<file path="src/rtl/llm_pkg.sv">
package llm_pkg;
  typedef enum logic {
    MODE_PWM  = 1'b0,
    MODE_HYST = 1'b1
  } op_mode_e;
endpackage

</file>
<file path="src/rtl/llm_streak_cnt.sv">
module llm_streak_cnt #(
  parameter int unsigned LEN   = 8,
  parameter int unsigned CNT_W = $clog2(LEN + 1)
) (
  input  logic             clk_i,
  input  logic             rst_ni,
  input  logic             clr_i,
  input  logic             sample_i,
  input  logic             match_i,
  output logic             hit_o,
  output logic [CNT_W-1:0] cnt_o
);
  localparam logic [CNT_W-1:0] LAST = CNT_W'(LEN - 1);

  logic [CNT_W-1:0] cnt_q, cnt_d;

  assign hit_o = sample_i & match_i & (cnt_q == LAST);

  always_comb begin
    cnt_d = cnt_q;
    if (clr_i)              cnt_d = '0;
    else if (sample_i) begin
      if (!match_i || hit_o) cnt_d = '0;
      else                   cnt_d = cnt_q + 1'b1;
    end
  end

  always_ff @(posedge clk_i or negedge rst_ni) begin
    if (!rst_ni) cnt_q <= '0;
    else         cnt_q <= cnt_d;
  end

  assign cnt_o = cnt_q;
endmodule

</file>
<file path="src/rtl/llm_mode_fsm.sv">
module llm_mode_fsm
  import llm_pkg::*;
(
  input  logic     clk_i,
  input  logic     rst_ni,
  input  logic     en_i,
  input  logic     force_ccm_i,
  input  logic     hyst_low_i,
  input  logic     hit_i,
  output op_mode_e mode_o,
  output logic     clr_o
);
  op_mode_e mode_q, mode_d;
  logic     escape;

  // load-step escape only meaningful while hysteretic
  assign escape = (mode_q == MODE_HYST) & hyst_low_i;
  assign clr_o  = ~en_i | force_ccm_i | escape;

  always_comb begin
    mode_d = mode_q;
    if (clr_o)      mode_d = MODE_PWM;
    else if (hit_i) mode_d = (mode_q == MODE_PWM) ? MODE_HYST : MODE_PWM;
  end

  always_ff @(posedge clk_i or negedge rst_ni) begin
    if (!rst_ni) mode_q <= MODE_PWM;
    else         mode_q <= mode_d;
  end

  assign mode_o = mode_q;
endmodule

</file>
<file path="src/rtl/buck_ll_mode_ctrl.sv">
module buck_ll_mode_ctrl
  import llm_pkg::*;
#(
  parameter int unsigned STREAK_LEN = 8
) (
  input  logic clk_i,
  input  logic rst_ni,
  input  logic en_i,
  input  logic sample_i,
  input  logic phase_pos_i,
  input  logic hyst_low_i,
  input  logic force_ccm_i,
  output logic mode_hyst_o,
  output logic diode_emu_o
);
  localparam int unsigned CNT_W = $clog2(STREAK_LEN + 1);

  op_mode_e         mode;
  logic             clr, hit, match;
  logic [CNT_W-1:0] streak_cnt;

  // polarity that argues for leaving the current mode
  assign match = (mode == MODE_PWM) ? phase_pos_i : ~phase_pos_i;

  llm_streak_cnt #(.LEN(STREAK_LEN), .CNT_W(CNT_W)) u_cnt (
    .clk_i    (clk_i),
    .rst_ni   (rst_ni),
    .clr_i    (clr),
    .sample_i (sample_i),
    .match_i  (match),
    .hit_o    (hit),
    .cnt_o    (streak_cnt)
  );

  llm_mode_fsm u_fsm (
    .clk_i       (clk_i),
    .rst_ni      (rst_ni),
    .en_i        (en_i),
    .force_ccm_i (force_ccm_i),
    .hyst_low_i  (hyst_low_i),
    .hit_i       (hit),
    .mode_o      (mode),
    .clr_o       (clr)
  );

  assign mode_hyst_o = (mode == MODE_HYST);
  assign diode_emu_o = en_i & (mode == MODE_HYST);
endmodule

</file>
<file path="config.mk">
export PLATFORM = sky130hd
export DESIGN_NAME = buck_ll_mode_ctrl
export DESIGN_NICKNAME = d
export VERILOG_FILES = /design/src/rtl/llm_pkg.sv /design/src/rtl/llm_streak_cnt.sv /design/src/rtl/llm_mode_fsm.sv /design/src/rtl/buck_ll_mode_ctrl.sv
export SDC_FILE = /design/constraint.sdc
export NUM_CORES = 1
export LEC_CHECK = 0
export BUFFER_PORTS_ARGS = -buffer_cell sky130_fd_sc_hd__buf_2
export CAP_MARGIN = 0
export CORE_AREA = 2 2 39 41
export DETAILED_ROUTE_END_ITERATION = 10
export DIE_AREA = 0 0 41 43
export PLACE_DENSITY = 0.51
export SLEW_MARGIN = 20
export SYNTH_ARGS = -nofsm -noshare
export SYNTH_HDL_FRONTEND = slang
export SYNTH_HIERARCHICAL = 1
export SYNTH_SLANG_ARGS = --single-unit
</file>
<file path="constraint.sdc">
create_clock -name clk_i -period 2.18 [get_ports clk_i]
set_input_delay 0.436 -clock clk_i [delete_from_list [all_inputs] [get_ports clk_i]]
set_output_delay 0.436 -clock clk_i [all_outputs]
set_load 0.005 [all_outputs]
</file>
### Word-level counts from Yosys, hierarchy flattened

Index checks and enable logic that the tools add are counted.

| storage, ports and cells | value |
|---|---|
| input port bits | 7 |
| word-level logic and storage cells | 23 |
| bits in registers | 5 |

| cells by class | value |
|---|---|
| $add $sub $neg | 1 |
| bitwise gates (word level) | 8 |
| muxes and demuxes | 7 |
| reduce and logical (&&, ||, !) cells | 4 |
| equality and inequality tests | 1 |

Operators by type and width:

| operator | number |
|---|---|
| 4-bit two-way mux | 3 |
| 4-bit by 1-bit adder with 4-bit output (second input constant) | 1 |
| 1-bit bitwise AND | 4 |
| 4-bit by 3-bit == test with 1-bit output (second input constant) | 1 |
| 1-bit two-way mux | 4 |
| 2-bit nonzero test | 2 |
| 1-bit inverter | 2 |
| 1-bit bitwise OR | 2 |
| 1-bit zero test | 1 |
| 1-bit logical OR | 1 |

### Logic depth before layout (Yosys ltp)

| depth | value |
|---|---|
| depth after elaboration | 8 |
| gate-level depth with buffers | 5 |
| gate-level depth less buffers | 5 |

### By module

The synthesis kept the hierarchy.

By module, submodules not included:

| module | sequential area each (um^2) | cells an instance | area each (um^2) | times used |
|---|---|---|---|---|
| llm_streak_cnt | 100.1 | 24 | 221.5 | 1 |
| llm_mode_fsm | 25.0 | 6 | 62.6 | 1 |
| buck_ll_mode_ctrl | 0.0 | 2 | 16.3 | 1 |

### Least setup slack after synthesis

No wires, ideal clock.

| timing path | value |
|---|---|
| path type | reg-to-reg |
| start point | reg u_fsm.mode_q (netlist: u_fsm/mode_o) |
| end point | reg u_cnt.cnt_q[3] (netlist: u_cnt/cnt_o[3]) |
| path buffers | 0 |
| library setup time | 0.082 ns |
| cell stages (with the launch flop) | 5 |
| slack | 0.659 ns |
| arrival | 1.439 ns |
| period minus slack after synthesis | 1.521 ns |
| path through | dfrtp_1 xor2_1 and2b_2 or4b_1 a31oi_1 |

| on the way | value |
|---|---|
| longest elaborated chain between the ends | 7 |
| elaborated cells on any way between the ends | 11 |
| classes of those cells | mux (4); bitwise (4); reduce/logical (3) |

Ends and longest elaborated chain:

| item | RTL line | text |
|---|---|---|
| start, declared | llm_mode_fsm.sv:13 | `op_mode_e mode_q, mode_d;` |
| start signal, assigned | llm_mode_fsm.sv:28 | `else mode_q <= mode_d;` |
| 1-bit two-way mux (*) | buck_ll_mode_ctrl.sv:23 | `assign match = (mode == MODE_PWM) ? phase_pos_i : ~phase_pos_i;` |
| net match | buck_ll_mode_ctrl.sv:19 | `logic clr, hit, match;` |
| 1-bit bitwise AND (2 in series) | llm_streak_cnt.sv:17 | `assign hit_o = sample_i & match_i & (cnt_q == LAST);` |
| 1-bit logical OR (*) | llm_streak_cnt.sv:23 | `if (!match_i \|\| hit_o) cnt_d = '0;` |
| 4-bit two-way mux (*) | llm_streak_cnt.sv:23 |  |
| 4-bit two-way mux (*) | llm_streak_cnt.sv:22 | `else if (sample_i) begin` |
| 4-bit two-way mux (*) | llm_streak_cnt.sv:21 | `if (clr_i) cnt_d = '0;` |
| end signal, assigned | llm_streak_cnt.sv:30 | `else cnt_q <= cnt_d;` |
| end, declared | llm_streak_cnt.sv:15 | `logic [CNT_W-1:0] cnt_q, cnt_d;` |

The timed path passes the listed nets; every way through them passes the cells marked *. The select of a mux whose other input is x is not followed.
A chain may end at the register's enable or synchronous reset.

### Final worst setup path

Same ends and word-level chain as after synthesis.

==> run metrics <==
outcome=finished, final reports clean; clock share of power=47.2%; CTS tree=done; H-Tree Depth=1; Final GP Congestion=0.700; highest-count cells in the layout ignoring fill and taps=buf_2 (8), dfrtp_1 (5), nand2_1 (4), clkbuf_4 (3), a21oi_1 (3); first-pass GRT wire length=938 µm; worst hold start=force_ccm_i; Syn Nets=40; Max Root-Sink Buffers=2; Total Power=214 µW; Worst VDD drop=0.190 mV; cell count after synthesis=32; Slew @ Worst Pin=0.358 ns; IO buf count=8; Initial Util=21.7%; setup_tns=0 ns; Final Slew Violations=0; Routed WL=530 µm; antenna violations before repair=0; Worst R2R End=u_cnt/cnt_o[3]; GRT Overall Usage=8.18%; # diodes=0; internal power=172 µW; Core Area=1380 µm²; total gr overflow=0; required time of the critical path=2.33 ns; Area Overhead vs Synth=32.1%; commonest non-fill, non-tap cell in the layout=buf_2; RSZ-0062 raised after global routing=no; Worst-Skew Late Latency=0.23 ns; Reg2Reg Depth=4; Die H=43 µm; # nets final=54; Clock transition at path regs=0.04 ns; Worst Path Arrival=1.81 ns; critical path capture point type=flip-flop; detail-routed via count per cell=4.36; WHS Endpoint=u_fsm/mode_o; Fillers=149; Setup Buffers After CTS=0; P_leak=0.178 nW; Post-DP HPWL=440 µm; # rows=14; Power Dens Cells=540 nW/µm²; register-to-register setup slack=0.52 ns; mapped cell area=300 µm²; Slew HR=76.1%; number of global-route vias before repair=245; final design utilization=28.7%; Via Count=266; routed len/inst=8.69 µm; min cycle time layout=1.66 ns; post-route ant nets=0; Logic pwr share=8.6%; Flop pwr share=44.2%; max frequency=0.604 GHz; drc violations=0; IO Pins=9; Net Switching=42.4 µW; Hold Buf Count CTS=1; 1st-pass router iterations=4; CP Launch Type=flip-flop; worst flop-to-flop path startpoint=u_fsm/mode_o; synth unique cells=21; first-iteration detailed-routing DRC count=2; critical-path maximum fanout=6; sw frac=19.8%; #FFs+latches synth=5; worst hold path stage count=3; largest net degree at the start of global routing=7; Worst Skew=0.000512 ns; Tightest Hold Check Type=in -> reg; Resized Gates After CTS=0; Final Hold Fails=0; Post-Syn Area per Cell=9.38 µm²; Syn. warnings=6; Sink Count=5; period utilization=76.0%; Max Cap Viol=0; Clk Tree Root Cell=clkbuf_4; sequential area share after synthesis=41.7%; Final Setup Violations=0; Num CTS Buffers=3; die width=41 µm; CP Class=reg -> reg; die area=1760 µm²; share of cells above drive strength 1=33.3%
cell type report:
type	count	area, µm²	area share, %
clock buffers	4	26.3	6.62
inverters	1	3.75	0.946
multi-input cells	26	171	43.2
flip-flops and latches	5	125	31.5
well taps	16	20.0	5.05
repair buffers	9	50.0	12.6
per-layer routing:
layer	up-vias	track usage, %	share of wire (%)
li1	142	-	-
met4	0	8.00	1.1
met3	2	1.57	7.4
met2	11	10.3	48
met1	111	10.8	43
met5	-	0	0
registers in the layout (all words and copies together) (netlist names):
register / cells
u_cnt/cnt_o: 4
u_fsm/mode_o: 1
Yosys cell counts:
library cell	n	share of area (%)
dfrtp_1	5	42
nand2_1	4	5.0
a21oi_1	3	5.0
nand2b_1	2	4.2
nand3_1	2	3.3
a21o_1	1	2.5
a21oi_2	1	2.9
a31oi_1	1	2.1
and2_2	1	2.5
and2b_2	1	2.9
ha_1	1	4.2
inv_1	1	1.2
nand3b_1	1	2.5
nand4_1	1	2.1
nand4b_1	1	2.9
nor2_1	1	1.2
o21ai_0	1	1.7
or3b_1	1	2.9
or3b_2	1	2.9
or4b_1	1	3.3
xor2_1	1	2.9
power by group through the flow:
stage	combinational, mW	clock, mW	sequential, mW
floorplan	0.00791	0	0.0957
global placement	0.0174	0	0.0958
detailed placement	0.0174	0	0.0958
CTS	0.0188	0.107	0.0945
global route	0.0215	0.110	0.0946
finish	0.0184	0.101	0.0946
worst max-delay path by stage:
| stage | from | slack [ns] | to | cells after the start |
|---|---|---|---|---|
| finish | u_fsm/mode_o | 0.52 | u_cnt/cnt_o[3] | 4 |
| global route | u_fsm/mode_o | 0.36 | u_cnt/cnt_o[3] | 4 |
| CTS | u_fsm/mode_o | 0.49 | u_cnt/cnt_o[3] | 4 |
| detailed placement | phase_pos_i | 0.41 | u_cnt/cnt_o[3] | 5 |
| global placement | phase_pos_i | 0.43 | u_cnt/cnt_o[3] | 5 |
| floorplan | u_fsm/mode_o | 0.66 | u_cnt/cnt_o[3] | 4 |
kinds of logic (layout without fill, tap and decap cells):
group | after synthesis | in the layout | share of synthesized area, %
buffers and inverters | 1 | 14 | 1.25
XOR/XNOR | 1 | 1 | 2.92
AND/OR/NAND/NOR | 17 | 17 | 35.8
adder cells (fa/ha/maj) | 1 | 1 | 4.17
AO/OA/AOI/OAI | 7 | 7 | 14.2
flip-flops | 5 | 5 | 41.7
per-stage QoR:
step | instance area (µm²) | hold slack [ns] | setup WS (ns) | cells
3_3_place_gp | 360 | 0.253 | 0.433 | 56
3_5_place_dp | 360 | 0.253 | 0.415 | 56
2_1_floorplan | 300 | 0.140 | 0.659 | 32
4_1_cts | 397 | 0.471 | 0.494 | 61
6_report | 397 | 0.481 | 0.524 | 61
5_1_grt | 397 | 0.495 | 0.361 | 61
worst max-delay path: stages, from the launching register on:
cell and delay [ns]:
dfrtp_1 0.41, xor2_1 0.35, and2b_2 0.22, or4b_1 0.42, a31oi_1 0.18
(Power assumes the default switching activity.)
